### src/rtl/lta_pkg.sv
package lta_pkg;
  localparam logic [1:0] LINE_STOP   = 2'b11;
  localparam logic [1:0] LINE_REQ    = 2'b10;
  localparam logic [1:0] LINE_MIRROR = 2'b01;
  localparam logic [1:0] LINE_BRIDGE = 2'b00;

  localparam int UNIT_W = 3;
  localparam logic [UNIT_W-1:0] UNITS_ONE  = 3'd1;
  localparam logic [UNIT_W-1:0] UNITS_REQ  = 3'd2;
  localparam logic [UNIT_W-1:0] UNITS_GO   = 3'd4;
  localparam logic [UNIT_W-1:0] UNITS_GET  = 3'd5;

  typedef enum logic [3:0] {
    S_IDLE, S_G_STOP, S_G_REQ, S_G_BRIDGE, S_G_REL,
    S_T_WAIT, S_T_SEEREQ, S_T_SURE, S_T_BRIDGE, S_T_MARK, S_T_DONE, S_FAIL
  } ltaState_e;

  typedef struct packed {
    logic              load;
    logic [UNIT_W-1:0] units;
  } ltaStrobe_t;
endpackage

### src/rtl/lta_timer.sv
module lta_timer
  import lta_pkg::*;
#(
  parameter int LPX_W = 8
) (
  input  logic             clk,
  input  logic             rstN,
  input  logic [LPX_W-1:0] lpxCycles,
  input  ltaStrobe_t       strb,
  output logic             expired
);
  logic [LPX_W-1:0]  cycCnt;
  logic [UNIT_W-1:0] unitCnt;
  logic [LPX_W-1:0]  cycReload;

  assign cycReload = (lpxCycles == '0) ? '0 : lpxCycles - 1'b1;
  assign expired   = (cycCnt == '0) && (unitCnt == '0);

  always_ff @(posedge clk) begin
    if (!rstN) begin
      cycCnt  <= '0;
      unitCnt <= '0;
    end else if (strb.load) begin
      cycCnt  <= cycReload;
      unitCnt <= strb.units - 1'b1;
    end else if (!expired) begin
      if (cycCnt == '0) begin
        cycCnt  <= cycReload;
        unitCnt <= unitCnt - 1'b1;
      end else begin
        cycCnt <= cycCnt - 1'b1;
      end
    end
  end

  // a phase longer than one cycle never reads as finished right after loading
  p_load_not_expired_r9: assert property (@(posedge clk) disable iff (!rstN)
    (strb.load && lpxCycles > 1) |=> !expired);

  // an expired timer stays expired until reloaded
  p_expired_holds_r9: assert property (@(posedge clk) disable iff (!rstN)
    (expired && !strb.load) |=> expired);
endmodule

### src/rtl/lta_ctrl.sv
module lta_ctrl
  import lta_pkg::*;
#(
  parameter bit OWN_AT_RESET = 1'b1
) (
  input  logic       clk,
  input  logic       rstN,
  input  logic       startGive,
  input  logic       startTake,
  input  logic [1:0] lineIn,
  input  logic       tmrExpired,
  output ltaStrobe_t strb,
  output logic [1:0] lineOut,
  output logic       driveEn,
  output logic       done,
  output logic       error
);
  ltaState_e state, stateNxt;
  logic      ownerQ, ownerNxt;

  always_comb begin
    stateNxt   = state;
    ownerNxt   = ownerQ;
    strb.load  = 1'b0;
    strb.units = UNITS_ONE;
    unique case (state)
      S_IDLE: begin
        if (startGive && ownerQ) begin
          stateNxt  = S_G_STOP;
          strb.load = 1'b1;
        end else if (startTake && !ownerQ) begin
          stateNxt = S_T_WAIT;
        end
      end
      S_G_STOP: if (tmrExpired) begin
        stateNxt  = S_G_REQ;
        strb.load = 1'b1;
      end
      S_G_REQ: if (tmrExpired) begin
        stateNxt   = S_G_BRIDGE;
        strb.load  = 1'b1;
        strb.units = UNITS_GO;
      end
      S_G_BRIDGE: if (tmrExpired) stateNxt = S_G_REL;
      S_G_REL: begin
        stateNxt = S_IDLE;
        ownerNxt = 1'b0;
      end
      S_T_WAIT: begin
        if (lineIn == LINE_REQ) begin
          stateNxt   = S_T_SEEREQ;
          strb.load  = 1'b1;
          strb.units = UNITS_REQ;
        end else if (lineIn != LINE_STOP) begin
          stateNxt = S_FAIL;
        end
      end
      S_T_SEEREQ: begin
        if (lineIn == LINE_BRIDGE) begin
          stateNxt  = S_T_SURE;
          strb.load = 1'b1;
        end else if (lineIn != LINE_REQ || tmrExpired) begin
          stateNxt = S_FAIL;
        end
      end
      S_T_SURE: begin
        if (lineIn != LINE_BRIDGE) begin
          stateNxt = S_FAIL;
        end else if (tmrExpired) begin
          stateNxt   = S_T_BRIDGE;
          strb.load  = 1'b1;
          strb.units = UNITS_GET;
        end
      end
      S_T_BRIDGE: if (tmrExpired) begin
        stateNxt  = S_T_MARK;
        strb.load = 1'b1;
      end
      S_T_MARK: if (tmrExpired) stateNxt = S_T_DONE;
      S_T_DONE: begin
        stateNxt = S_IDLE;
        ownerNxt = 1'b1;
      end
      S_FAIL:   stateNxt = S_IDLE;
      default:  stateNxt = S_IDLE;
    endcase
  end

  always_ff @(posedge clk) begin
    if (!rstN) begin
      state  <= S_IDLE;
      ownerQ <= OWN_AT_RESET;
    end else begin
      state  <= stateNxt;
      ownerQ <= ownerNxt;
    end
  end

  always_comb begin
    lineOut = LINE_STOP;
    driveEn = 1'b0;
    done    = 1'b0;
    error   = 1'b0;
    unique case (state)
      S_IDLE:     driveEn = ownerQ;
      S_G_STOP:   driveEn = 1'b1;
      S_G_REQ:    begin driveEn = 1'b1; lineOut = LINE_REQ;    end
      S_G_BRIDGE: begin driveEn = 1'b1; lineOut = LINE_BRIDGE; end
      S_G_REL:    done = 1'b1;
      S_T_BRIDGE: begin driveEn = 1'b1; lineOut = LINE_BRIDGE; end
      S_T_MARK:   begin driveEn = 1'b1; lineOut = LINE_REQ;    end
      S_T_DONE:   begin driveEn = 1'b1; done = 1'b1;           end
      S_FAIL:     error = 1'b1;
      default:    ;
    endcase
  end

  // a driven line state only steps when the LP timer has run out
  p_step_on_expiry_r2: assert property (@(posedge clk) disable iff (!rstN)
    (driveEn && $past(driveEn) && lineOut != $past(lineOut)) |-> $past(tmrExpired));

  // the acquiring side starts driving the bridge only after sampling the bridge
  p_take_after_bridge_r5: assert property (@(posedge clk) disable iff (!rstN)
    ($rose(driveEn) && lineOut == LINE_BRIDGE) |-> $past(lineIn) == LINE_BRIDGE);

  // done is a single-cycle pulse
  p_done_single_r3: assert property (@(posedge clk) disable iff (!rstN)
    done |=> !done);

  // an abort never drives and is followed by an idle non-driving cycle
  p_error_release_r8: assert property (@(posedge clk) disable iff (!rstN)
    error |-> (!driveEn && !done));
  p_error_after_r8: assert property (@(posedge clk) disable iff (!rstN)
    error |=> (!error && !driveEn));

  // after acquiring, the lane keeps being driven at stop
  p_keep_owner_r6: assert property (@(posedge clk) disable iff (!rstN)
    (done && driveEn) |=> (driveEn && lineOut == LINE_STOP));
endmodule

### src/rtl/lp_turnaround.sv
module lp_turnaround
  import lta_pkg::*;
#(
  parameter int LPX_W        = 8,
  parameter bit OWN_AT_RESET = 1'b1
) (
  input  logic             clk,
  input  logic             rstN,
  input  logic [LPX_W-1:0] lpxCycles,
  input  logic             startGive,
  input  logic             startTake,
  input  logic [1:0]       lineIn,
  output logic [1:0]       lineOut,
  output logic             driveEn,
  output logic             done,
  output logic             error
);
  ltaStrobe_t tmrStrb;
  logic       tmrExpired;

  lta_ctrl #(.OWN_AT_RESET(OWN_AT_RESET)) u_ctrl (
    .clk       (clk),
    .rstN      (rstN),
    .startGive (startGive),
    .startTake (startTake),
    .lineIn    (lineIn),
    .tmrExpired(tmrExpired),
    .strb      (tmrStrb),
    .lineOut   (lineOut),
    .driveEn   (driveEn),
    .done      (done),
    .error     (error)
  );

  lta_timer #(.LPX_W(LPX_W)) u_timer (
    .clk      (clk),
    .rstN     (rstN),
    .lpxCycles(lpxCycles),
    .strb     (tmrStrb),
    .expired  (tmrExpired)
  );

  // done and error never coincide
  p_done_error_excl_r8: assert property (@(posedge clk) disable iff (!rstN)
    $onehot0({done, error}));
endmodule

### config.mk
export PLATFORM = sky130hd
export DESIGN_NAME = lp_turnaround
export DESIGN_NICKNAME = d
export VERILOG_FILES = /design/src/rtl/lta_pkg.sv /design/src/rtl/lta_timer.sv /design/src/rtl/lta_ctrl.sv /design/src/rtl/lp_turnaround.sv
export SDC_FILE = /design/constraint.sdc
export NUM_CORES = 1
export LEC_CHECK = 0
export BUFFER_PORTS_ARGS = -buffer_cell sky130_fd_sc_hd__buf_2
export CAP_MARGIN = 20
export CORE_MARGIN = 3
export CORE_UTILIZATION = 54
export CTS_BUF_LIST = sky130_fd_sc_hd__clkbuf_4
export CTS_CLUSTER_SIZE = 14
export DETAILED_ROUTE_END_ITERATION = 10
export PLACE_DENSITY = 0.78
export SLEW_MARGIN = 5
export SYNTH_ARGS = -nofsm -noshare
export SYNTH_HDL_FRONTEND = slang
export SYNTH_SLANG_ARGS = --single-unit
### constraint.sdc
create_clock -name clk -period 2.22 [get_ports clk]
set_input_delay 0.333 -clock clk [delete_from_list [all_inputs] [get_ports clk]]
set_output_delay 0.333 -clock clk [all_outputs]
set_load 0.05 [all_outputs]
==> metrics, run 1 <==
drt first pass iters=4; total clock buffers created by CTS=3; critical path arrival=2.48 ns; sequential share of the synthesized area=0.222; number of flops mapped to enable cells by yosys=0; Clock Tree Buf Depth=2; Die Wd=~58 um; post-synthesis async set-or-reset flop share=0; kind of start point of the critical path=register; cell chain of the critical path=or3b_1 -> a211o_1 -> nand2_2 -> a21oi_4 -> a22o_1 -> ha_2 -> or3_1 -> a31oi_1; slowest stage cell on the critical path=dfxtp_4; register clock-pin slew on the reported worst setup and hold paths=approximately 0.10 ns; WL met2=about 2500 um; Tot GR Track Use=0.286; Vias=approximately 1,800; max cap viols=0; total of warnings raised by yosys=0; Ant. Diodes=0; Final GP Congestion=0.889; Seq cells post-synth=16; setup TNS=-0.0482 ns; most frequent cells in the layout=buf_4 (46), nor2_1 (21), buf_2 (18), o21ai_0 (12), nand2_1 (11); Layout area overhead=37.6%; worst vdd ir=between 0.001 and 0.0015 V; H-tree depth=1; hold_ws=~0.35 ns; Post-Synthesis Cells=about 190; met1 wire length=1900 um; post-placement cell count=270; clk_lat worst skew=~0.28 ns; Top Ports=19; worst path bufs/invs=0; Slew Viols, Final=0; slew margin rel.=0.711; WL/cell=17.2 um; RSZ-0062 raised after global routing=true; Met3 Wirelength=261 um; fin nets=~270; CP top delay family=simple AND/OR/NAND/NOR gates; Routed WL=4840 um; Initial Util=0.577; slowest cell delay on critical path=~0.39 ns; Least-Margin Pin Slew=0.429 ns; Tcrit/Tclk final=1.02; Cell Pwr Density=1460 mW/mm2; most common cell after layout, fill and taps aside=buf_4; DRC Markers=0; ys flop type=dfxtp_1; DR top layer=met4; final cell count without fillers=281; Die Ht=57.7 um; share of cells above drive strength 1=0.367; final antenna-violating net count=0; DIE AREA=between 0.003 and 0.004 mm2; worst hold path class=in2reg; worst path required time=around 2.4 ns; worst-path fanout max=6; Finish-stage setup viols=1; Detailed Place HPWL=roughly 3600 um; GRT overflow=0; minimum clock period=2.27 ns; static leakage=~0.85 nW; Initial DRC Count=between 150 and 200; clock root buffer=clkbuf_4; post-route setup slack=-0.0482 ns; std cell rows=18; syn nets=210; first-pass GRT wire length=around 7500 um; Synth Area per Inst=between 7 and 8 um2; kind of critical path=reg2reg; Port Buffers=18; status=finished, violations left; post-synthesis cell area=~0.0014 mm2; core area=0.00250 mm2; violated checks=negative setup slack; Vias/cell=around 6.3; CTS sink count=16; CP Capture Type=register; clk_skew=roughly 0.0012 ns; initial antenna violation count=0; post-synth cell types=57; Fmax achieved=441 MHz; Fin. Hold Viols=0; largest net degree at the start of global routing=12; CTS tree=built; vias in the first global route=approximately 1,800
## worst paths after layout
path / start / cells past startpoint / slack, ns / end
worst max-delay path: u_ctrl.state[1] / 8 / -0.05 / u_timer.unitCnt[2]
worst min-delay path: rstN / 2 / 0.35 / u_ctrl.ownerQ
worst max register to register: u_ctrl.state[1] / 8 / -0.05 / u_timer.unitCnt[2]
worst min register to register: u_timer.unitCnt[1] / 2 / 0.52 / u_timer.unitCnt[1]
## what timing repair did
action | in CTS | in global routing
hold buffers | 0 | 0
buffers inserted | 2 | 6
pin swaps | 5 | 9
setup endpoints to repair | 1 | 2
gates resized for setup | 5 | 15
hold endpoints to repair | 0 | 0
## logic make-up after synthesis
logic type / count (synthesis) / share of synthesized area
muxes: 6 / 0.0425
xor gates and xnor gates: 7 / 0.0425
and+or+nand+nor: 79 / 0.308
AOI/OAI and AO/OA: 62 / 0.302
buffers and inverters: 18 / 0.0486
DFF: 16 / 0.222
adders and majority gates: 4 / 0.0347
## cell usage after synthesis, types with 3 or more instances
library cell  count  area, um2
dfxtp_1          16        320
inv_1             8       30.0
nor4_1            3       18.8
nand3_1           3       15.0
ha_1              4       50.1
a311oi_1          4       35.0
xor2_1            5       43.8
a31oi_1           3       18.8
nor3_1            6       30.0
nor2_1           22       82.6
a21oi_1          11       55.1
o31ai_1           4       30.0
nand2_1          12       45.0
a22o_1            3       26.3
nor3b_1           6       45.0
o21ai_0          13       65.1
clkbuf_1          5       18.8
a211oi_1          5       37.5
nor4b_1           4       35.0
nand2b_1          5       31.3
mux2i_1           5       50.1
## where the power goes
group | internal [mW] | switching, mW | total, mW
Clock | 0.0629 | 0.0975 | 0.160
Combinational | 1.05 | 1.15 | 2.20
Sequential | 0.410 | 0.124 | 0.535
## layer usage
layer  vias to the layer above  GRT usage
met5                         -          0
met1                       810      0.321
met2                        76      0.518
met4                         0      0.142
li1                        849          -
met3                        22     0.0445
## final cells by class
| type | instances | area [um2] |
|---|---|---|
| Tap cell | 30 | 37.5 |
| Timing Repair Buffer | 65 | 447 |
| Clock buffer | 3 | 22.5 |
| Inverter | 9 | 33.8 |
| Fill cell | 179 | 514 |
| Sequential cell | 16 | 330 |
| Multi-Input combinational cell | 158 | 1110 |
## state kept, by name, summed over array words and instances (netlist names)
signal	cells
u_timer.unitCnt	3
u_timer.cycCnt	8
u_ctrl.ownerQ	1
u_ctrl.state	4
## per-stage QoR
stage	area, um2	worst slack (ns)	total power, mW	util
after floorplan	1460	-0.00178	1.73	-
after global placement	1840	-0.0228	2.40	0.735
after detailed placement	1840	-0.122	2.49	0.735
after CTS	1890	0.00744	2.69	0.755
after global routing	1990	-0.118	3.10	0.794
final	1990	-0.0482	2.89	0.794
Power figures use the tool's default switching activity.
==> run 2: changes to the inputs <==
CORE_UTILIZATION = 30   (was 54)
PLACE_DENSITY = not set   (was 0.78)
==> metrics, run 2 (synthesis gave the netlist of run 1 again) <==
Port Buffers=18 (unchanged); most common cell after layout, fill and taps aside=buf_4; Least-Margin Pin Slew=0.390 ns (-0.0386 ns); WL/cell=14.1 um (-18%); Place WS=-0.0964 ns (+0.0261 ns); most frequent cells in the layout=buf_4 (43), nor2_1 (21), buf_2 (18), nand2_1 (12), o21ai_0 (12); Cell Pwr Density=1400 mW/mm2 (-4.2%); GRT overflow=0 (unchanged); Vias/cell=5.66 (-9.5%); GR peak layer=met2; slew margin rel.=0.737 (+0.0260); Die Wd=75.3 um (+31%); H-tree depth=1 (unchanged); worst path required time=2.42 ns (-0.02 ns); CP Capture Type=register; initial antenna violation count=0 (unchanged); largest net degree at the start of global routing=14 (+2); Largest regs=u_timer.cycCnt: 8 flops, u_ctrl.state: 4 flops, u_timer.unitCnt: 3 flops; Slew Viols, Final=0 (unchanged); Initial DRC Count=180 (+18%); kind of start point of the critical path=register; static leakage=0.832 nW (-2.4%); final cell count without fillers=301 (+7.1%); vias in the first global route=1,557 (-11%); share of cells above drive strength 1=0.345 (-0.0212); clock root buffer=clkbuf_4; Fmax achieved=457 MHz (+3.7%); slowest cell delay on critical path=0.37 ns (-0.02 ns); DIE AREA=0.00568 mm2 (+71%); worst hold path class=in2reg; Placement Cell Area=0.00188 mm2 (+2.3%); setup TNS=0 ns (+0.0482 ns); final non-filler cell area=0.00197 mm2 (-0.82%); Ant. Diodes=0 (unchanged); CTS sink count=16 (unchanged); minimum clock period=2.19 ns (-0.0806 ns); cell chain of the critical path=buf_6 -> nor2b_4 -> o221a_2 -> or2_4 -> a21oi_2 -> a22o_1 -> ha_2 -> and4b_1 -> a31oi_1 -> a31oi_1; Hold Path Stages=2 (unchanged); clk_skew=0.00906 ns (+0.00785 ns); Layout area overhead=36.5%; hold_ws=0.299 ns (-0.0504 ns); first-pass GRT wire length=6940 um (-7.9%); worst path bufs/invs=1 (+1); Finish-stage setup viols=0 (-1); worst vdd ir=0.000417 V (-59%); most flop-heavy register=u_timer.cycCnt; post-route setup slack=0.0324 ns (+0.0806 ns); most used cell along the critical path=a31oi_1; fin nets=268 (-1.1%); FF-to-FF Start=u_ctrl.state[1]; fillers=455 (+150%); Tot GR Track Use=0.157 (-0.129); Initial Util=0.320 (-0.257); CTS tree=built; total clock buffers created by CTS=3 (unchanged); Vias=1,703 (-3.1%); clk_lat worst skew=0.31 ns (+0.03 ns); worst r2r path cells=10 (+2); final antenna-violating net count=0 (unchanged); HP Start=rstN; Min-Delay Endpoint=u_ctrl.ownerQ; Fin. Hold Viols=0 (unchanged); drt first pass iters=4 (unchanged); post-placement cell count=294 (+8.9%); Detailed Place HPWL=3300 um (-7.8%); Routed WL=4230 um (-13%); Clock Tree Buf Depth=2 (unchanged); met2 Usage GRT=0.252 (-0.266); met3 usage=0.0277 (-0.0168); Die Ht=75.3 um (+31%); kind of critical path=reg2reg; core area=0.00450 mm2 (+80%); std cell rows=24 (+6); Tcrit/Tclk final=0.985 (-0.0363); setup slack, reg-to-reg=0.03 ns (+0.08 ns); status=finished clean; Final Util=0.437 (-0.357); register clock-pin slew on the reported worst setup and hold paths=0.11 ns (about the same); worst-path fanout max=5 (-1); max reg flops=8 (unchanged); PnR Total Power=2.75 mW (-5.0%); max cap viols=0 (unchanged); critical path arrival=2.39 ns (-0.09 ns); slowest stage cell on the critical path=dfxtp_4; met1 usage in global routing=0.216 (-0.106); reg2reg end=u_timer.unitCnt[2]; RSZ-0062 raised after global routing=true; Final GP Congestion=0.897 (+0.89%); CP top delay family=compound AO/OA/AOI/OAI gates; Top Ports=19 (unchanged); DRC Markers=0 (unchanged)
## run 2: final cells by class
type / instances / area [um2] / area share
clock buffers: 3 / 22.5 / 0.0114
clock inverters: 1 / 3.75 / 0.00191
inverters: 9 / 33.8 / 0.0172
multi-input cells: 158 / 1090 / 0.554
flip-flops and latches: 16 / 329 / 0.167
well taps: 52 / 65.1 / 0.0330
repair buffers: 62 / 424 / 0.215
## run 2: how the worst max path moves through the flow
stage | depth (start not counted) | end | start
global placement | 10 | u_timer.unitCnt[2] | lineIn[1]
CTS | 10 | u_timer.unitCnt[2] | u_ctrl.state[1]
global route | 10 | u_timer.unitCnt[2] | u_ctrl.state[1]
detailed placement | 9 | u_timer.unitCnt[2] | lineIn[1]
finish | 10 | u_timer.unitCnt[2] | u_ctrl.state[1]
floorplan | 4 | driveEn | u_ctrl.state[0]
## run 2: repair_timing
item,in CTS,in global routing
setup buffers,0,3
pin swaps,1,8
endpoints found under the setup margin,1,3
resized for setup,7,9
hold buffers,0,0
## run 2: worst register-to-register path: stages, from the launching register on
cell     delay (ns)
dfxtp_4        0.37
buf_6          0.12
nor2b_4        0.12
o221a_2        0.29
or2_4          0.26
a21oi_2        0.16
a22o_1         0.15
ha_2           0.19
and4b_1        0.20
a31oi_1        0.13
a31oi_1        0.09
## run 2: report_power, final
group | total (mW) | internal (mW) | switching (mW)
Sequential | 0.522 | 0.409 | 0.114
Combinational | 2.05 | 0.999 | 1.05
Clock | 0.172 | 0.0658 | 0.106
## run 2: routing by layer
| layer | vias to the layer above | wire, um |
|---|---|---|
| li1 | 846 | - |
| met1 | 787 | 2020 |
| met2 | 61 | 1850 |
| met3 | 9 | 294 |
| met4 | 0 | 65 |
| met5 | - | 0 |
